==> src/rtl/tcam_pkg.sv <==
package tcam_pkg;

    localparam int DEF_ENTRIES = 4;
    localparam int DEF_KEY_W   = 5;
    localparam int DEF_DATA_W  = 4;

    // Width of an entry number, never below one bit
    function automatic int idx_bits(input int n);
        return (n > 1) ? $clog2(n) : 1;
    endfunction

endpackage

==> src/rtl/tcam_store.sv <==
module tcam_store
    import tcam_pkg::*;
#(
    parameter int N_ENT  = DEF_ENTRIES,
    parameter int KEY_W  = DEF_KEY_W,
    parameter int DATA_W = DEF_DATA_W,
    localparam int IDX_W = idx_bits(N_ENT)
) (
    input  logic                        clk,
    input  logic                        rst,
    input  logic                        wr_en,
    input  logic [IDX_W-1:0]            wr_idx,
    input  logic [KEY_W-1:0]            wr_value,
    input  logic [KEY_W-1:0]            wr_care,
    input  logic [DATA_W-1:0]           wr_data,
    input  logic                        wr_valid,
    input  logic [IDX_W-1:0]            rd_idx,
    output logic [N_ENT-1:0]            ent_valid,
    output logic [N_ENT-1:0][KEY_W-1:0] ent_value,
    output logic [N_ENT-1:0][KEY_W-1:0] ent_care,
    output logic [DATA_W-1:0]           rd_data
);

    typedef struct packed {
        logic              valid;
        logic [KEY_W-1:0]  value;
        logic [KEY_W-1:0]  care;
        logic [DATA_W-1:0] data;
    } slot_t;

    slot_t [N_ENT-1:0] slot_q;
    logic              wr_hit_range;

    assign wr_hit_range = (int'(wr_idx) < N_ENT);

    always_ff @(posedge clk) begin
        if (rst) begin
            slot_q <= '0;
        end else if (wr_en && wr_hit_range) begin
            slot_q[wr_idx] <= '{valid: wr_valid, value: wr_value,
                                care: wr_care, data: wr_data};
        end
    end

    for (genvar g = 0; g < N_ENT; g++) begin : g_unpack
        assign ent_valid[g] = slot_q[g].valid;
        assign ent_value[g] = slot_q[g].value;
        assign ent_care[g]  = slot_q[g].care;
    end

    assign rd_data = slot_q[rd_idx].data;


    entry_write_chk: assert property (@(posedge clk) disable iff (rst)
        (wr_en && wr_hit_range) |=> (ent_valid[$past(wr_idx)] == $past(wr_valid)));

endmodule

==> src/rtl/tcam_match.sv <==
module tcam_match
    import tcam_pkg::*;
#(
    parameter int N_ENT = DEF_ENTRIES,
    parameter int KEY_W = DEF_KEY_W
) (
    input  logic [KEY_W-1:0]            key,
    input  logic [N_ENT-1:0]            ent_valid,
    input  logic [N_ENT-1:0][KEY_W-1:0] ent_value,
    input  logic [N_ENT-1:0][KEY_W-1:0] ent_care,
    output logic [N_ENT-1:0]            match
);

    // One compare per entry: differing bits are masked by the care bits
    for (genvar g = 0; g < N_ENT; g++) begin : g_line
        logic [KEY_W-1:0] diff;
        assign diff     = (key ^ ent_value[g]) & ent_care[g];
        assign match[g] = ent_valid[g] && (diff == '0);
    end

endmodule

==> src/rtl/tcam_prio.sv <==
module tcam_prio
    import tcam_pkg::*;
#(
    parameter int N_ENT  = DEF_ENTRIES,
    localparam int IDX_W = idx_bits(N_ENT)
) (
    input  logic [N_ENT-1:0] match,
    output logic             any,
    output logic [IDX_W-1:0] idx
);

    logic [N_ENT-1:0] below;

    always_comb begin
        idx = '0;
        for (int i = N_ENT - 1; i >= 0; i--) begin
            if (match[i]) idx = IDX_W'(i);
        end
    end

    assign any = |match;

    always_comb begin
        for (int i = 0; i < N_ENT; i++) below[i] = (i < int'(idx));
    end


    always_comb begin
        lowest_win_chk: assert (!any || (match[idx] && ((match & below) == '0)));
    end

endmodule

==> src/rtl/tcam_lookup.sv <==
module tcam_lookup
    import tcam_pkg::*;
#(
    parameter int N_ENT  = DEF_ENTRIES,
    parameter int KEY_W  = DEF_KEY_W,
    parameter int DATA_W = DEF_DATA_W,
    localparam int IDX_W = idx_bits(N_ENT)
) (
    input  logic              clk,
    input  logic              rst,
    input  logic              wr_en,
    input  logic [IDX_W-1:0]  wr_idx,
    input  logic [KEY_W-1:0]  wr_value,
    input  logic [KEY_W-1:0]  wr_care,
    input  logic [DATA_W-1:0] wr_data,
    input  logic              wr_valid,
    input  logic              srch_en,
    input  logic [KEY_W-1:0]  srch_key,
    output logic              res_vld,
    output logic              res_hit,
    output logic [IDX_W-1:0]  res_idx,
    output logic [DATA_W-1:0] res_data
);

    typedef struct packed {
        logic              hit;
        logic [IDX_W-1:0]  idx;
        logic [DATA_W-1:0] data;
    } result_t;

    logic [N_ENT-1:0]            ent_valid;
    logic [N_ENT-1:0][KEY_W-1:0] ent_value;
    logic [N_ENT-1:0][KEY_W-1:0] ent_care;
    logic [N_ENT-1:0]            match;
    logic                        any;
    logic [IDX_W-1:0]            win_idx;
    logic [DATA_W-1:0]           win_data;
    result_t                     nxt, res_q;
    logic                        vld_q;

    tcam_store #(.N_ENT(N_ENT), .KEY_W(KEY_W), .DATA_W(DATA_W)) u_store (
        .clk      (clk),
        .rst      (rst),
        .wr_en    (wr_en),
        .wr_idx   (wr_idx),
        .wr_value (wr_value),
        .wr_care  (wr_care),
        .wr_data  (wr_data),
        .wr_valid (wr_valid),
        .rd_idx   (win_idx),
        .ent_valid(ent_valid),
        .ent_value(ent_value),
        .ent_care (ent_care),
        .rd_data  (win_data)
    );

    tcam_match #(.N_ENT(N_ENT), .KEY_W(KEY_W)) u_match (
        .key      (srch_key),
        .ent_valid(ent_valid),
        .ent_value(ent_value),
        .ent_care (ent_care),
        .match    (match)
    );

    tcam_prio #(.N_ENT(N_ENT)) u_prio (
        .match(match),
        .any  (any),
        .idx  (win_idx)
    );

    always_comb begin
        nxt = '0;
        if (any) nxt = '{hit: 1'b1, idx: win_idx, data: win_data};
    end

    always_ff @(posedge clk) begin
        if (rst) begin
            vld_q <= 1'b0;
            res_q <= '0;
        end else begin
            vld_q <= srch_en;
            if (srch_en) res_q <= nxt;
        end
    end

    assign res_vld  = vld_q;
    assign res_hit  = res_q.hit;
    assign res_idx  = res_q.idx;
    assign res_data = res_q.data;


    result_timing_chk: assert property (@(posedge clk) disable iff (rst)
        srch_en |=> res_vld);


    idle_hold_chk: assert property (@(posedge clk) disable iff (rst)
        !srch_en |=> (!res_vld && $stable(res_hit) && $stable(res_idx) && $stable(res_data)));


    miss_zero_chk: assert property (@(posedge clk) disable iff (rst)
        (res_vld && !res_hit) |-> (res_idx == '0 && res_data == '0));

endmodule

==> config.mk <==
export PLATFORM = sky130hd
export DESIGN_NAME = tcam_lookup
export DESIGN_NICKNAME = d
export VERILOG_FILES = /design/src/rtl/tcam_pkg.sv /design/src/rtl/tcam_store.sv /design/src/rtl/tcam_match.sv /design/src/rtl/tcam_prio.sv /design/src/rtl/tcam_lookup.sv
export SDC_FILE = /design/constraint.sdc
export NUM_CORES = 1
export LEC_CHECK = 0
export BUFFER_PORTS_ARGS = -buffer_cell sky130_fd_sc_hd__buf_4
export CORE_MARGIN = 3
export CORE_UTILIZATION = 61
export CTS_CLUSTER_SIZE = 20
export DETAILED_ROUTE_END_ITERATION = 7
export HOLD_SLACK_MARGIN = 0.15
export PLACE_DENSITY = 0.94
export SLEW_MARGIN = 20
export SYNTH_ARGS = -nofsm -noshare
export SYNTH_HDL_FRONTEND = slang
export SYNTH_SLANG_ARGS = --single-unit
export TNS_END_PERCENT = 1
==> constraint.sdc <==
create_clock -name clk -period 2.7 [get_ports clk]
set_clock_uncertainty 0.2 [all_clocks]
set_input_delay 0.27 -clock clk [delete_from_list [all_inputs] [get_ports clk]]
set_output_delay 0.27 -clock clk [all_outputs]
set_load 0.005 [all_outputs]
==> results.yml, run 1 <==
power:
  pwr-share-comb_pct: 10.2
  cellPowerDensity_mw_per_mm2: 601
  power_switching_mw: 0.496
  int_pwr_mw: 1.57
  power.switching_fraction_pct: 24.0
  sequentialPowerShare_pct: 51.0
  irDropWorstVdd_mv: 0.491
  share_clk_of_total_power_pct: 38.8
  power.leakage_nw: 1.34
logic_synthesis:
  ys_dominant_reg_cell: "dfxtp_1"
  netlist.top_cell.by_area: "dfxtp_1"
  netlist-cell-type-count: 30
  netlist_area_sq_mm: 0.00283
  ys_top_cells_by_area: "dfxtp_1, nand2_1, a21oi_1"
  synth-edff-count: 0
  synthCells: 359
  ys_seq_area_share_pct: 48.1
  ys_async_sr_fraction_pct: 0
  ys_seq_elements: 68
  synthesis_warnings: 0
  netlist_top_cells_count: "nand2_1, dfxtp_1, a21oi_1, clkbuf_1, xor2_1"
  syn-mean-instance-area_sq_um: 7.88
  synth_fp_nets: 385
  yosys.area.top_type_share_pct: 48.1
  synth_most_common_cell: "nand2_1"
die:
  num_rows: 24
  die-width_um: 74.1
  area_of_the_die_sq_mm: 0.00549
  die_height_um: 74.1
  design.portCount: 34
  initial_utilization_pct: 64.1
  area_of_the_core_sq_mm: 0.00441
layout:
  post_layout_net_count: 428
  fill_cells: 277
  final_util_pct: 78.0
  final-instance-count-excl-fill: 458
  drive_above_1_share_pct: 12.6
  syn_to_final_growth_pct: 21.7
  num_antenna_cells: 0
setup_path:
  critPathSlowestCell: "dfxtp_1"
  cp_cell_sequence: "xor2_1, a22oi_1, nand4_1, and2_1, a222oi_1, a211oi_1"
  required_ns: 2.71
  arrival_ns: 2.16
  slowest_delay_ns: 0.33
  crit_family: "compound AO/OA/AOI/OAI gates"
  crit_type: "flip-flop to flip-flop"
  bufs_and_invs_on_worst_path: 0
  worst-path-max-fanout: 5
  endpoint_kind: "flip-flop"
  critical_path.startpoint_type: "flip-flop"
timing:
  worst_slack_setup_final_ns: 0.543
  setup-tns-final_ns: 0
  relSlewSlack_pct: 52.2
  hold_viol: 0
  number_of_failing_setup_endpoints_in_the_final_timing_report: 0
  post-route-min-period_ns: 2.16
  worst_pin_slew_ns: 0.715
  unrepaired_setup_endpoints_after_global_routing: "false"
  max_freq_mhz: 464
  maxSlewViolCount: 0
  layout_worst_path_cycle_share_pct: 79.9
routing:
  first_pass_iteration_count_of_the_detailed_router: 5
  avgRoutedWirePerCell_um: 16.3
  sum_of_routed_wire_length_over_all_layers_mm: 7.48
  drt-initial-drc-count: 232
  ant_nets: 0
  post-route-drc-count: 0
  viasPerCell: 5.80
  routed-via-count: 2656
global_routing:
  grt_start_max_net_pins: 35
  grt_ovf: 0
  first_global_vias: 2522
  grt_use_total_pct: 29.5
  antenna_found_initial: 0
  grt_first_pass_wirelength_mm: 12.0
min_path:
  worstHoldPathType: "flip-flop to flip-flop"
clocking:
  clock_sinks: 68
  cts.root.buffer_cell: "clkbuf_8"
  tritoncts_clock_tree: "yes"
  htree_levels: 3
  cts_resized: 0
  ctsLongestPathBuffers: 2
  cts-buffers-inserted: 9
  clk_latency_ns: 0.34
  clkSlewWorstSetupHoldPaths_ns: 0.07
flow_run:
  max_cap_violations: 0
run_status:
  outcome: "complete, no violations"
placed_design:
  place_inst: 425
  dpl_worst_slack_ns: 0.590
  portBuffers: 33
  routabilityCongestion: 0.847
  place_hpwl_mm: 4.72
## worst reg2reg max path: cells and delay by family (launching register included)
family | cells | cell delay [ns]
AOI/OAI and AO/OA | 3 | 0.68
and+or+nand+nor | 2 | 0.67
DFF | 1 | 0.33
xor gates and xnor gates | 1 | 0.16
## power by group through the flow
stage	clock network [mW]	logic (mW)	registers [mW]
floorplan	0	0.108	1.07
global placement	0	0.179	1.08
detailed placement	0	0.184	1.08
CTS	0.806	0.207	1.05
global route	0.848	0.230	1.06
finish	0.803	0.211	1.06
## per-stage QoR
stage | hold slack (ns) | instance area, sq um | power [mW]
global placement | 0.240 | 3080 | 1.25
global route | 0.271 | 3440 | 2.14
floorplan | 0.206 | 2830 | 1.18
detailed placement | 0.246 | 3080 | 1.26
CTS | 0.247 | 3440 | 2.07
finish | 0.254 | 3440 | 2.07
## final cells by class
type | count | area [sq um] | area share, %
multi-input cells | 267 | 1380 | 39.9
flip-flops and latches | 68 | 1360 | 39.5
repair buffers | 54 | 450 | 13.1
clock buffers | 13 | 149 | 4.32
well taps | 52 | 65.1 | 1.89
clock inverters | 2 | 35.0 | 1.02
inverters | 2 | 7.51 | 0.218
## state kept, by name (all words and copies together) (netlist names)
register,count
res_data,4
res_hit,1
res_idx,2
res_vld,1
u_store.ent_care,20
u_store.ent_valid,4
u_store.ent_value,20
u_store.slot_q,16
## kinds of logic (layout without fill, tap and decap cells)
group                     count (synthesis)  in the layout  share of synthesized area [%]
AOI/OAI and AO/OA                        87             87                           18.4
xor gates and xnor gates                 20             20                           6.19
and+or+nand+nor                         160            160                           23.8
DFF                                      68             68                           48.1
buffers and inverters                    24             71                           3.49
## layout by cell type (no fill, tap or decap), types with 3 or more instances in the layout
master,netlist,layout
nand2_1,128,128
dfxtp_1,68,68
a21oi_1,62,62
buf_4,0,36
xor2_1,20,20
dlygate4sd3_1,0,18
clkbuf_8,0,10
a22oi_1,7,7
and2_1,7,7
nor2_1,7,7
and3_1,6,6
o21ai_0,4,4
a222oi_1,4,4
a211oi_1,4,4
clkbuf_1,20,3
## layer usage
layer  vias to the layer above  global-route usage (%)  part of all wire (%)
met1                      1227                    34.1                    40
li1                       1287                       -                     -
met4                         0                    18.3                   4.1
met5                         -                       0                     0
met3                        30                    4.86                   6.4
met2                       112                    50.6                    50
## path summary, 6_finish.rpt
check | start | to | slack (ns) | cells after the start
worst max-delay path | u_store.ent_value[2] | res_data[1] | 0.54 | 6
worst min-delay path | u_store.ent_valid[2] | u_store.ent_valid[2] | 0.25 | 2
worst max register to register | u_store.ent_value[2] | res_data[1] | 0.54 | 6
worst min register to register | u_store.ent_valid[2] | u_store.ent_valid[2] | 0.25 | 2
## timing repair
item                      4_1_cts  5_1_grt
setup buffers                   0        0
hold buffers                   18        0
hold endpoints to repair       67        0
Note: power is estimated with default switching activity, not from simulation.
==> inputs of run 2 (changes only) <==
--- a/config.mk
+++ b/config.mk
@@ -7,11 +7,11 @@
 export LEC_CHECK = 0
 export BUFFER_PORTS_ARGS = -buffer_cell sky130_fd_sc_hd__buf_4
 export CORE_MARGIN = 3
-export CORE_UTILIZATION = 61
+export CORE_UTILIZATION = 57
 export CTS_CLUSTER_SIZE = 20
 export DETAILED_ROUTE_END_ITERATION = 7
 export HOLD_SLACK_MARGIN = 0.15
-export PLACE_DENSITY = 0.94
+export PLACE_DENSITY = 0.89
 export SLEW_MARGIN = 20
 export SYNTH_ARGS = -nofsm -noshare
 export SYNTH_HDL_FRONTEND = slang
==> constraint.sdc (replaced) <==
create_clock -name clk -period 2 [get_ports clk]
set_clock_uncertainty 0.2 [all_clocks]
set_input_delay 0.2 -clock clk [delete_from_list [all_inputs] [get_ports clk]]
set_output_delay 0.2 -clock clk [all_outputs]
set_load 0.005 [all_outputs]
==> run 2 against run 1 <==
Compared with the run above:
- highest routed layer unchanged
- via count increased by 4.2%
- sequential power up 34%
- sequential cell count unchanged
- register-to-register slack worse by 0.48 ns
- non-clock buffer count is 10 higher
- critical path depth unchanged
- power rose by 35%
- first-iteration DRC count decreased by 24%
- cell count increased by 5.5%
- final area up 3.7%
==> results.yml, run 2 (synthesized netlist as in run 1, its figures left out) <==
run_status:
  outcome: "complete, no violations"
power:
  fin_total_pwr_mw: 2.79
  irDropWorstVdd_mv: 0.621
  cellPowerDensity_mw_per_mm2: 782
  power.leakage_nw: 1.40
clocking:
  htree_levels: 3
  tritoncts_clock_tree: "yes"
  clkSlewWorstSetupHoldPaths_ns: 0.07
  cts.root.buffer_cell: "clkbuf_8"
  ctsLongestPathBuffers: 2
  clk_latency_ns: 0.34
  clock_sinks: 68
  cts-buffers-inserted: 9
timing:
  number_of_failing_setup_endpoints_in_the_final_timing_report: 0
  maxSlewViolCount: 0
  layout_worst_path_cycle_share_pct: 96.9
  relSlewSlack_pct: 51.5
  worst_slack_setup_final_ns: 0.0611
  worst_pin_slew_ns: 0.725
  unrepaired_setup_endpoints_after_global_routing: "true"
  post-route-min-period_ns: 1.94
  hold_viol: 0
  max_freq_mhz: 516
routing:
  drt-initial-drc-count: 176
  viasPerCell: 5.73
  post-route-drc-count: 0
  sum_of_routed_wire_length_over_all_layers_mm: 7.59
  first_pass_iteration_count_of_the_detailed_router: 5
  routed-via-count: 2767
  ant_nets: 0
  avgRoutedWirePerCell_um: 15.7
setup_path:
  critical_path.startpoint_type: "flip-flop"
  required_ns: 2.02
  critPathSlowestCell: "dfxtp_1"
  arrival_ns: 1.96
  endpoint_kind: "flip-flop"
  setup.reg_to_reg.worst_slack_ns: 0.06
  worst-path-max-fanout: 4
  cp_cell_sequence: "xor2_1, a22oi_1, nand4_1, and2_1, a222oi_1, a211oi_1"
  crit_type: "flip-flop to flip-flop"
  bufs_and_invs_on_worst_path: 0
  crit_family: "compound AO/OA/AOI/OAI gates"
  slowest_delay_ns: 0.32
die:
  design.portCount: 34
  num_rows: 25
  area_of_the_core_sq_mm: 0.00475
  die_height_um: 76.5
  die-width_um: 76.5
  area_of_the_die_sq_mm: 0.00585
  initial_utilization_pct: 59.5
min_path:
  worstHoldPathType: "input pin to flip-flop"
layout:
  drive_above_1_share_pct: 15.9
  final_cell_mix: "nand2_1, dfxtp_1, a21oi_1"
  syn_to_final_growth_pct: 26.1
  num_antenna_cells: 0
  final_common_cell: "nand2_1"
  post_layout_net_count: 438
  fill_cells: 356
global_routing:
  antenna_found_initial: 0
  first_global_vias: 2601
  grt_use_total_pct: 26.9
  grt_start_max_net_pins: 38
  grt_ovf: 0
  grt_first_pass_wirelength_mm: 12.3
placed_design:
  portBuffers: 33
  dpl_worst_slack_ns: -0.0339
  place_hpwl_mm: 4.82
  routabilityCongestion: 0.911
flow_run:
  max_cap_violations: 0
==> run 2: cell count changes in the layout (fill, tap and decap cells not counted), sizes merged <==
cell         change
dlygate4sd3      +3
clkbuf           +1
bufinv           -1
buf              +7
==> run 2: worst paths after layout <==
kind / start / end / cells after the start
worst min-delay path: wr_idx[1] / u_store.ent_value[12] / 5
worst max register to register: u_store.ent_value[2] / res_data[0] / 6
worst max-delay path: u_store.ent_value[2] / res_data[0] / 6
worst min register to register: u_store.ent_valid[1] / u_store.ent_valid[1] / 2
==> run 2: stage by stage <==
step | instances | hold slack [ns] | area, sq um | utilization (%) | setup TNS [ns]
2_1_floorplan | 359 | 0.136 | 2830 | - | 0
3_3_place_gp | 446 | 0.242 | 3140 | 66.1 | 0
3_5_place_dp | 446 | 0.243 | 3140 | 66.1 | -0.0701
4_1_cts | 483 | 0.170 | 3550 | 74.7 | 0
5_1_grt | 483 | 0.201 | 3570 | 75.1 | -0.0652
6_report | 483 | 0.150 | 3570 | 75.1 | 0
==> run 2: layer usage <==
metal	vias up	GRT usage (%)	wire, um
met5	-	0	0
met4	0	12.0	252
met3	29	8.63	603
met2	121	45.6	3760
met1	1313	30.8	2970
li1	1304	-	-
==> run 2: power breakdown <==
part	switching, mW	total, mW	internal [mW]
registers	0.0260	1.42	1.40
logic	0.169	0.305	0.137
clock network	0.484	1.06	0.578
total	0.678	2.79	2.11
==> run 2: worst register-to-register path: cells and delay by family, from the launching register on <==
| family | cells | cell delay (ns) |
|---|---|---|
| AO/OA/AOI/OAI | 3 | 0.64 |
| AND/OR/NAND/NOR | 2 | 0.46 |
| XOR/XNOR | 1 | 0.18 |
| flip-flops | 1 | 0.32 |
==> run 2: layout make-up <==
class                      instances  area [sq um]  area share (%)
timing repair buffer              64           533            14.9
tap                               67          83.8            2.35
multi-input combinational        267          1400            39.1
clock inverter                     1          5.00           0.140
sequential                        68          1360            38.1
inverter                           2          7.51           0.210
clock buffer                      14           183            5.12
==> run 2: repair_timing <==
action,CTS,global route
hold buffers,22,0
endpoints found under the setup margin,2,5
resized for setup,1,7
pin swaps,0,3
hold endpoints to repair,68,0
buffers inserted,0,1
